===== config.mk =====
export PLATFORM = sky130hd
export DESIGN_NAME = sdram_word_seq
export DESIGN_NICKNAME = d
export VERILOG_FILES = /design/src/rtl/sdram_seq_pkg.sv /design/src/rtl/sdram_cfg_check.sv /design/src/rtl/sdram_addr_split.sv /design/src/rtl/sdram_word_seq.sv
export SDC_FILE = /design/constraint.sdc
export NUM_CORES = 1
export LEC_CHECK = 0
export ABC_AREA = 0
export BUFFER_PORTS_ARGS = -buffer_cell sky130_fd_sc_hd__clkbuf_2
export CORE_UTILIZATION = 45
export CTS_CLUSTER_SIZE = 25
export DETAILED_ROUTE_END_ITERATION = 8
export PLACE_DENSITY = 0.7
export SYNTH_ARGS = -nofsm -noshare
export SYNTH_HDL_FRONTEND = slang
export SYNTH_SLANG_ARGS = --single-unit

===== constraint.sdc =====
create_clock -name clk -period 7.3 [get_ports clk]
set_input_delay 1.825 -clock clk [delete_from_list [all_inputs] [get_ports clk]]
set_output_delay 1.825 -clock clk [all_outputs]
set_load 0.05 [all_outputs]

===== src/rtl/sdram_seq_pkg.sv =====
package sdram_seq_pkg;
  localparam int unsigned PIN_A_W = 13;
  localparam int unsigned PIN_BA_W = 2;
  localparam int unsigned RCD_CLK = 2;
  localparam int unsigned CAP_CLK = RCD_CLK + 2;

  typedef enum logic [2:0] {CMD_NOP, CMD_ACT, CMD_RD, CMD_WR, CMD_PRE} cmd_e;
  typedef enum logic [0:0] {ST_IDLE, ST_RUN} st_e;

  // {ras_n, cas_n, we_n}
  function automatic logic [2:0] cmd_pins(input cmd_e c);
    case (c)
      CMD_ACT: return 3'b011;
      CMD_RD:  return 3'b101;
      CMD_WR:  return 3'b100;
      CMD_PRE: return 3'b010;
      default: return 3'b111;
    endcase
  endfunction
endpackage


===== src/rtl/sdram_cfg_check.sv =====
module sdram_cfg_check
  import sdram_seq_pkg::*;
(
  input  logic [1:0] row_rng,
  input  logic [2:0] ras_code,
  input  logic [1:0] cas_code,
  input  logic [1:0] burst_code,
  output logic       cfg_bad,
  output logic [3:0] pre_off,
  output logic [3:0] done_off
);
  logic [3:0] tras;
  logic [3:0] last_use;

  always_comb begin
    cfg_bad  = (cas_code != 2'b10) || (burst_code != 2'b00) || (row_rng == 2'b11);
    tras     = (ras_code == 3'd0) ? 4'd8 : {1'b0, ras_code};
    pre_off  = (tras < 4'(RCD_CLK + 1)) ? 4'(RCD_CLK + 1) : tras;
    last_use = (pre_off < 4'(CAP_CLK)) ? 4'(CAP_CLK) : pre_off;
    done_off = last_use + 4'd1;
  end
endmodule


===== src/rtl/sdram_addr_split.sv =====
module sdram_addr_split
  import sdram_seq_pkg::*;
#(
  parameter int unsigned ADDR_W = 24,
  parameter int unsigned COL_W  = 8
) (
  input  logic [ADDR_W-1:0]   addr,
  input  logic [1:0]          row_rng,
  input  logic                four_bank,
  output logic [PIN_A_W-1:0]  row,
  output logic [PIN_BA_W-1:0] bank,
  output logic [COL_W-1:0]    col
);
  localparam int unsigned ROW_LO_2B = COL_W + 1;
  localparam int unsigned ROW_LO_4B = COL_W + 2;

  logic [ADDR_W-1:0]  shifted;
  logic [PIN_A_W-1:0] mask;

  always_comb begin
    col     = addr[COL_W-1:0];
    bank    = four_bank ? addr[COL_W+1:COL_W] : {1'b0, addr[COL_W]};
    shifted = four_bank ? (addr >> ROW_LO_4B) : (addr >> ROW_LO_2B);
    case (row_rng)
      2'b00:   mask = 13'h07FF;
      2'b01:   mask = 13'h0FFF;
      default: mask = 13'h1FFF;
    endcase
    row = shifted[PIN_A_W-1:0] & mask;
  end
endmodule


===== src/rtl/sdram_word_seq.sv =====
module sdram_word_seq
  import sdram_seq_pkg::*;
#(
  parameter int unsigned ADDR_W = 24,
  parameter int unsigned DATA_W = 16,
  parameter int unsigned AREAS  = 4,
  parameter int unsigned COL_W  = 8
) (
  input  logic                       clk,
  input  logic                       rst_n,
  input  logic [1:0]                 cfg_row_rng,
  input  logic                       cfg_four_bank,
  input  logic [2:0]                 cfg_ras_code,
  input  logic [1:0]                 cfg_cas_code,
  input  logic [1:0]                 cfg_burst_code,
  input  logic                       req,
  input  logic                       req_we,
  input  logic [ADDR_W-1:0]          req_addr,
  input  logic [DATA_W-1:0]          req_wdata,
  input  logic [$clog2(AREAS)-1:0]   req_area,
  output logic [DATA_W-1:0]          rsp_rdata,
  output logic                       rsp_done,
  output logic                       rsp_err,
  output logic                       busy,
  output logic [AREAS-1:0]           mem_cs_n,
  output logic                       mem_ras_n,
  output logic                       mem_cas_n,
  output logic                       mem_we_n,
  output logic [PIN_A_W-1:0]         mem_a,
  output logic [PIN_BA_W-1:0]        mem_ba,
  output logic [DATA_W-1:0]          mem_dq_out,
  output logic                       mem_dq_oe,
  input  logic [DATA_W-1:0]          mem_dq_in
);
  localparam int unsigned AREA_W = $clog2(AREAS);

  // reset: asserted asynchronously, released on the clock
  logic rst_meta, rst_sync_n;
  always_ff @(posedge clk or negedge rst_n) begin
    if (!rst_n) begin
      rst_meta   <= 1'b0;
      rst_sync_n <= 1'b0;
    end else begin
      rst_meta   <= 1'b1;
      rst_sync_n <= rst_meta;
    end
  end

  logic               cfg_bad;
  logic [3:0]         pre_off, done_off;
  logic [PIN_A_W-1:0] sp_row;
  logic [PIN_BA_W-1:0] sp_bank;
  logic [COL_W-1:0]   sp_col;

  sdram_cfg_check u_cfg (
    .row_rng(cfg_row_rng), .ras_code(cfg_ras_code), .cas_code(cfg_cas_code),
    .burst_code(cfg_burst_code), .cfg_bad(cfg_bad), .pre_off(pre_off), .done_off(done_off)
  );

  sdram_addr_split #(.ADDR_W(ADDR_W), .COL_W(COL_W)) u_split (
    .addr(req_addr), .row_rng(cfg_row_rng), .four_bank(cfg_four_bank),
    .row(sp_row), .bank(sp_bank), .col(sp_col)
  );

  // sequence state
  st_e                 st_q, st_d;
  logic [3:0]          cnt_q, cnt_d, cnt_inc;
  logic                we_q, we_d;
  logic [AREA_W-1:0]   area_q, area_d, area_sel;
  logic [PIN_BA_W-1:0] bank_q, bank_d;
  logic [COL_W-1:0]    col_q, col_d;
  logic [3:0]          pre_q, pre_d, dn_q, dn_d;
  logic                req_en;
  // pin registers
  cmd_e                cmd_q, cmd_d;
  logic [PIN_A_W-1:0]  a_q, a_d;
  logic [PIN_BA_W-1:0] ba_q, ba_d;
  logic [AREAS-1:0]    cs_q, cs_d;
  logic                oe_q, oe_d;
  logic [DATA_W-1:0]   wd_q;
  logic [DATA_W-1:0]   rd_q;
  logic                cap_en;
  logic                done_q, done_d, err_q, err_d;

  always_comb begin
    st_d    = st_q;
    cnt_inc = cnt_q + 4'd1;
    cnt_d   = cnt_q;
    we_d    = we_q;
    area_d  = area_q;
    bank_d  = bank_q;
    col_d   = col_q;
    pre_d   = pre_q;
    dn_d    = dn_q;
    req_en  = 1'b0;
    cmd_d   = CMD_NOP;
    a_d     = '0;
    ba_d    = '0;
    oe_d    = 1'b0;
    cap_en  = 1'b0;
    done_d  = 1'b0;
    err_d   = 1'b0;
    case (st_q)
      ST_IDLE: begin
        if (req && cfg_bad) begin
          done_d = 1'b1;
          err_d  = 1'b1;
        end else if (req) begin
          req_en = 1'b1;
          st_d   = ST_RUN;
          cnt_d  = 4'd0;
          we_d   = req_we;
          area_d = req_area;
          bank_d = sp_bank;
          col_d  = sp_col;
          pre_d  = pre_off;
          dn_d   = done_off;
          cmd_d  = CMD_ACT;
          a_d    = sp_row;
          ba_d   = sp_bank;
        end
      end
      default: begin
        cnt_d = cnt_inc;
        if (cnt_inc == 4'(RCD_CLK)) begin
          cmd_d            = we_q ? CMD_WR : CMD_RD;
          a_d[COL_W-1:0]   = col_q;
          ba_d             = bank_q;
          oe_d             = we_q;
        end else if (cnt_inc == pre_q) begin
          cmd_d = CMD_PRE;
          ba_d  = bank_q;
        end
        cap_en = (cnt_q == 4'(CAP_CLK)) && !we_q;
        if (cnt_inc == dn_q) begin
          st_d   = ST_IDLE;
          done_d = 1'b1;
        end
      end
    endcase
    area_sel = (st_q == ST_IDLE) ? req_area : area_q;
    for (int i = 0; i < AREAS; i++)
      cs_d[i] = !((cmd_d != CMD_NOP) && (area_sel == AREA_W'(i)));
  end

  always_ff @(posedge clk or negedge rst_sync_n) begin
    if (!rst_sync_n) begin
      st_q   <= ST_IDLE;
      cnt_q  <= '0;
      we_q   <= 1'b0;
      area_q <= '0;
      bank_q <= '0;
      col_q  <= '0;
      pre_q  <= '0;
      dn_q   <= '0;
      cmd_q  <= CMD_NOP;
      a_q    <= '0;
      ba_q   <= '0;
      cs_q   <= '1;
      oe_q   <= 1'b0;
      wd_q   <= '0;
      rd_q   <= '0;
      done_q <= 1'b0;
      err_q  <= 1'b0;
    end else begin
      st_q   <= st_d;
      cnt_q  <= cnt_d;
      we_q   <= we_d;
      area_q <= area_d;
      bank_q <= bank_d;
      col_q  <= col_d;
      pre_q  <= pre_d;
      dn_q   <= dn_d;
      cmd_q  <= cmd_d;
      a_q    <= a_d;
      ba_q   <= ba_d;
      cs_q   <= cs_d;
      oe_q   <= oe_d;
      done_q <= done_d;
      err_q  <= err_d;
      if (req_en) wd_q <= req_wdata;
      if (cap_en) rd_q <= mem_dq_in;
    end
  end

  assign {mem_ras_n, mem_cas_n, mem_we_n} = cmd_pins(cmd_q);
  assign mem_cs_n   = cs_q;
  assign mem_a      = a_q;
  assign mem_ba     = ba_q;
  assign mem_dq_oe  = oe_q;
  assign mem_dq_out = wd_q;
  assign rsp_rdata  = rd_q;
  assign rsp_done   = done_q;
  assign rsp_err    = err_q;
  assign busy       = (st_q != ST_IDLE);
endmodule


Word level (Yosys, flattened, before mapping)
Cells that the tools add are included.

cells by class
  bitwise gates (word level) = 3
  muxes and demuxes = 39
  order comparisons = 2
  reductions and logical operators = 21
  add/subtract/negate cells = 2
  equality and inequality tests = 15

operators by type and width
  cell                 count
  $mux 13              3
  $pmux 13 s2          1
  $mux 4               6
  $mux 8               2
  $mux 1               15
  $mux 2               7
  $and 13x13->13       1
  $pmux 3 s4           1
  $mux 3               3
  $add 4x1->4 const B  2
  $eq 4x4->1           2
  $eq 2x2->1 const B   3
  $eq 3x2->1 const B   2
  $logic_and 1x1->1    6
  $logic_not 1->1      5
  $mux 5               1
  $eq 2x1->1 const B   2
  $eq 4x2->1 const B   1
  $eq 4x3->1 const B   1
  $logic_not 2->1      2
  $lt 4x2->1 const B   1
  $lt 4x3->1 const B   1
  $ne 2x2->1 const B   2
  $reduce_bool 2->1    2
  8 further kinds      10

word-level totals
  output and inout port bits = 58
  register bits = 85
  bits of input ports = 72
  logic and storage cells = 101

Depth between registers and ports, before layout
  word-level depth = 9
  depth in mapped cells = 7
  gate-level depth less buffers = 6

Cells and area by module
From an unflattened synthesis, not the netlist that was laid out.

unflattened totals
  cell total of the unflattened synthesis = 279
  area, all modules = 3,793.6 µm²

by module, submodules not included
  module            times used  area each (µm²)  cells an instance
  sdram_word_seq    1           3,414.5          237
  sdram_addr_split  1           294.0            28
  sdram_cfg_check   1           85.1             14

Worst setup path before layout
OpenSTA, ideal clock, no wires.

  path type = input port to flip-flop
  start point = input port cfg_cas_code[0]
  end point = register wd_q[0] (netlist: mem_dq_out[0])
  data arrival time = 3.173 ns
  stages on the path = 6
  data required time = 7.182 ns
  setup slack = 4.009 ns
  path through = or4b_4 or3_1 buf_2 buf_2 nand2_1 nand2_1

on the way
  longest elaborated chain between the ends = 6

ends and longest elaborated chain
  element                        line                   text
  start: declaration             sdram_word_seq.sv:14   input logic [1:0] cfg_cas_code,
  $ne 2x2->1                     sdram_cfg_check.sv:16  cfg_bad = (cas_code != 2'b10) || (burst_code != 2'b00) || (row_rng == 2'b11);
  $logic_or 1x1->1 (2 in a row)  sdram_cfg_check.sv:16
  $logic_and 1x1->1              sdram_word_seq.sv:105  if (req && cfg_bad) begin
  $mux 1                         sdram_word_seq.sv:105
  $mux 1                         sdram_word_seq.sv:103  case (st_q)
  end signal: assignment         sdram_word_seq.sv:181  if (req_en) wd_q <= req_wdata;
  end: declaration               sdram_word_seq.sv:80   logic [DATA_W-1:0] wd_q;

Every way passes these cells.
A chain may end at the register's enable or synchronous reset.

Final worst setup path
  start point = input port cfg_cas_code[0]
  end point = register pre_q[3]

on the way
  longest elaborated chain between the ends = 6

ends and longest elaborated chain
  element                        line                   text
  $ne 2x2->1                     sdram_cfg_check.sv:16
  $logic_or 1x1->1 (2 in a row)  sdram_cfg_check.sv:16
  $logic_and 1x1->1              sdram_word_seq.sv:105
  $not 1->1 (no line)            -
  $reduce_and 3->1 (no line)     -
  end signal: assignment         sdram_word_seq.sv:172  pre_q <= pre_d;
  end: declaration               sdram_word_seq.sv:72   logic [3:0] pre_q, pre_d, dn_q, dn_d;

Every way passes these cells.

==> impl_metrics.xml <==
<?xml version="1.0" encoding="UTF-8"?>
<metrics>
  <group name="clocking">
    <metric name="clock_latency" unit="ps">350</metric>
    <metric name="clock_tree.buffer_depth" unit="">2</metric>
    <metric name="cell_at_the_root_of_the_clock_tree" unit="">sky130_fd_sc_hd__clkbuf_8</metric>
    <metric name="post_cts_resized" unit="">0</metric>
    <metric name="cts_sinks" unit="">85</metric>
    <metric name="cts.repair_timing.setup_buffer_count" unit="">0</metric>
    <metric name="cts.reportedPaths.clkPinSlew" unit="ps">90</metric>
    <metric name="number_of_h_tree_branching_levels" unit="">3</metric>
    <metric name="cts.hold.buffers_added" unit="">0</metric>
    <metric name="cts_tree" unit="">done</metric>
    <metric name="cts-buffers-inserted" unit="">9</metric>
  </group>
  <group name="layout">
    <metric name="synthToLayoutAreaGrowth" unit="%">25.2</metric>
    <metric name="number_of_fill_cells" unit="">702</metric>
    <metric name="nNetsFinal" unit="">526</metric>
    <metric name="post-route-util" unit="%">58.5</metric>
    <metric name="fin_cells" unit="">557</metric>
    <metric name="multiInputGateArea" unit="um^2">1380</metric>
    <metric name="post_route_cells_drive_above_1_share" unit="%">38.5</metric>
    <metric name="antennaDiodeCount" unit="">0</metric>
    <metric name="finish.instance_area" unit="um^2">4540</metric>
    <metric name="sequential_cell_area" unit="um^2">2140</metric>
  </group>
  <group name="timing">
    <metric name="tns" unit="ps">0</metric>
    <metric name="worst_hold_slack" unit="ps">357</metric>
    <metric name="timing.final.crit_share" unit="%">49.0</metric>
    <metric name="final.min_clock_period" unit="ps">3580</metric>
    <metric name="clock-skew-final" unit="ps">7.86</metric>
    <metric name="grt_setup_unrepaired" unit="">false</metric>
    <metric name="max_slew.worst_pin.slew" unit="ps">1040</metric>
    <metric name="finalSetupViolations" unit="">0</metric>
    <metric name="timing.slew.headroom" unit="%">30.4</metric>
    <metric name="max_freq" unit="GHz">0.280</metric>
    <metric name="final-max-slew-violation-count" unit="">0</metric>
    <metric name="layout_setup_ws" unit="ps">3720</metric>
    <metric name="timing_hold_violations_final" unit="">0</metric>
  </group>
  <group name="floorplan">
    <metric name="design.core.area" unit="um^2">7770</metric>
    <metric name="ios" unit="">130</metric>
    <metric name="floorplan.initialDensity" unit="%">46.7</metric>
    <metric name="die_area" unit="um^2">8430</metric>
    <metric name="height_of_the_chip" unit="um">91.8</metric>
    <metric name="die_w" unit="um">91.8</metric>
    <metric name="rows" unit="">32</metric>
  </group>
  <group name="drt">
    <metric name="wl_met1" unit="mm">3.29</metric>
    <metric name="drt_pass1_iterations" unit="">4</metric>
    <metric name="avgRoutedWirePerCell" unit="um">13.4</metric>
    <metric name="route.final.wire_length" unit="mm">7.47</metric>
    <metric name="top_layer" unit="">met4</metric>
    <metric name="vias_per_cell" unit="">4.98</metric>
    <metric name="wl_met3" unit="um">550</metric>
    <metric name="initialDrtViolationCount" unit="">122</metric>
    <metric name="detailroute.via_count" unit="">2772</metric>
    <metric name="drt.antenna.violating_nets" unit="">0</metric>
    <metric name="met2_wl" unit="mm">3.54</metric>
    <metric name="number_of_drc_violations_after_detailed_routing" unit="">0</metric>
  </group>
  <group name="placed_design">
    <metric name="io_buffer_count" unit="">128</metric>
    <metric name="place.detailed.hpwl" unit="mm">5.30</metric>
    <metric name="place_inst" unit="">541</metric>
    <metric name="dp_slack" unit="ps">3350</metric>
    <metric name="routabilityCongestion" unit="">0.770</metric>
    <metric name="detailed_place.area" unit="um^2">4320</metric>
  </group>
  <group name="pwr">
    <metric name="vdd_ir_drop_max" unit="V">0.000198</metric>
    <metric name="power_density" unit="nW/um^2">408</metric>
    <metric name="finalPower" unit="mW">1.85</metric>
    <metric name="leakagePower" unit="nW">2.47</metric>
  </group>
  <group name="synth">
    <metric name="yosysWarningCount" unit="">0</metric>
    <metric name="post_synth_inst_count" unit="">327</metric>
    <metric name="synth-seq-cells" unit="">85</metric>
    <metric name="synthDistinctLibCells" unit="">41</metric>
    <metric name="synth.avg_cell_area" unit="um^2">11.1</metric>
    <metric name="seq_area_frac_synth" unit="%">58.8</metric>
    <metric name="synth-edff-count" unit="">0</metric>
    <metric name="syn_area" unit="um^2">3630</metric>
    <metric name="mappedNetlistNets" unit="">403</metric>
    <metric name="synth_top_flop_cell" unit="">sky130_fd_sc_hd__dfrtp_1</metric>
    <metric name="asyncSetResetFlopFracSynth" unit="%">100</metric>
  </group>
  <group name="worst_setup_path">
    <metric name="reg_to_reg_slack_setup" unit="ps">5060</metric>
    <metric name="critPathKind" unit="">in -&gt; reg</metric>
    <metric name="critical_path_arrival" unit="ps">3820</metric>
    <metric name="worstPathMaxFanout" unit="">26</metric>
    <metric name="timing.critical_path.to_type" unit="">register</metric>
    <metric name="cp.required" unit="ps">7540</metric>
    <metric name="startpoint_type" unit="">input port</metric>
  </group>
  <group name="global_routing">
    <metric name="first_global_vias" unit="">2700</metric>
    <metric name="number_of_antenna_violations_at_the_first_check_in_global_routing" unit="">0</metric>
    <metric name="grt.total_usage" unit="%">19.0</metric>
    <metric name="gr-total-overflow" unit="">0</metric>
    <metric name="maximum_number_of_pins_on_one_net_before_global_route_repair" unit="">84</metric>
    <metric name="grt_pass1_wl" unit="mm">12.6</metric>
  </group>
  <group name="run_status">
    <metric name="status" unit="">finished clean</metric>
  </group>
  <group name="worst_hold_path">
    <metric name="worstHoldPathType" unit="">reg -&gt; reg</metric>
  </group>
  <group name="run">
    <metric name="max_cap_viol_count" unit="">0</metric>
  </group>
</metrics>
cells in the final DEF, fill, tap and decap left out, drive strengths merged:
master    netlist  final
nor2            9      9
a21o            3      3
nand3           2      2
bufinv          0      2
inv             6     10
xnor2           6      6
a41o            1      1
nand2          99     99
xnor3           1      1
mux2i          14     14
a2bb2oi         1      1
nand3b          1      1
clkbuf          5    137
ha              4      4
dfrtp          81     81
a22o            2      2
a21oi           6      6
nand2b          3      3
nor3            5      5
o31a            1      1
dfstp           4      4
a21bo           1      1
o2bb2ai         8      8
nor4            2      2
and2            4      4
o21a            1      1
conb            1      1
buf            12      1
mux2           20     20
or3             1      1
or4b            1      1
and3            3      3
nor4b           1      1
xor2            5      5
o21ai           7      7
clkinvlp        0      1
o311ai          4      4
a31oi           2      2
cell families after synthesis:
kind of cell | Yosys count | synth area share [%]
buf+inv | 23 | 3.38
simple gates | 131 | 15.7
other cells | 1 | 0.103
mux | 34 | 10.1
xor+xnor | 12 | 3.28
flops | 85 | 58.8
compound gates | 37 | 7.38
fa+ha+maj | 4 | 1.38
critical path, stage by stage:
cell and delay, ps:
sky130_fd_sc_hd__clkbuf_2 80, sky130_fd_sc_hd__or4b_4 570, sky130_fd_sc_hd__nor3_4 570, sky130_fd_sc_hd__buf_4 400, sky130_fd_sc_hd__mux2_2 370
routing by layer:
| metal | global-route usage [%] | vias up |
|---|---|---|
| li1 | - | 1340 |
| met1 | 24.1 | 1315 |
| met2 | 31.8 | 109 |
| met3 | 5.14 | 8 |
| met4 | 6.25 | 0 |
| met5 | 0 | - |
final timing paths:
| kind | cells after the start | start | end |
|---|---|---|---|
| worst max-delay path | 5 | cfg_cas_code[0] | pre_q[3] |
| worst min-delay path | 0 | rst_meta | rst_sync_n |
| worst max register to register | 4 | busy | pre_q[3] |
| worst min register to register | 0 | rst_meta | rst_sync_n |
| max in group asynchronous | 1 | rst_n | rst_sync_n |
| min in group asynchronous | 0 | rst_sync_n | mem_dq_out[4] |
area by class of cell:
| cell class | count | area share [%] |
|---|---|---|
| clock buffer | 9 | 2.73 |
| clock inverter | 7 | 2.26 |
| inverter | 6 | 0.496 |
| multi-input combinational | 219 | 30.4 |
| sequential | 85 | 47.0 |
| tap | 102 | 2.81 |
| timing repair buffer | 129 | 14.3 |
power breakdown:
part / total (mW) / internal (mW) / switching [mW]
clock network: 0.375 / 0.198 / 0.177
logic: 0.758 / 0.231 / 0.527
registers: 0.719 / 0.612 / 0.107
total: 1.85 / 1.04 / 0.811
sequential cells by signal (all words and copies together), names as in the netlist, 2 cells and up:
name and count:
pre_q 4, cmd_q 3, area_q 2, cnt_q 4, mem_dq_out 16, mem_a 13, dn_q 4, col_q 8
rsp_rdata 16, mem_ba 2, mem_cs_n 4, bank_q 2
cell usage after synthesis (4+ instances only):
cell type                   count  area (um^2)
sky130_fd_sc_hd__mux2_2        20          225
sky130_fd_sc_hd__dfrtp_1       81         2030
sky130_fd_sc_hd__o2bb2ai_1      8         70.1
sky130_fd_sc_hd__a21oi_1        6         30.0
sky130_fd_sc_hd__buf_2          8         40.0
sky130_fd_sc_hd__xnor2_1        6         52.6
sky130_fd_sc_hd__o21ai_1        4         20.0
sky130_fd_sc_hd__dfstp_2        4          105
sky130_fd_sc_hd__nand2_1       99          372
sky130_fd_sc_hd__o311ai_0       4         35.0
sky130_fd_sc_hd__xor2_1         5         43.8
sky130_fd_sc_hd__clkbuf_1       5         18.8
sky130_fd_sc_hd__nor2_1         9         33.8
sky130_fd_sc_hd__mux2i_1       14          140
sky130_fd_sc_hd__and2_1         4         25.0
sky130_fd_sc_hd__ha_1           4         50.1
sky130_fd_sc_hd__inv_1          6         22.5
(Power assumes the default switching activity.)
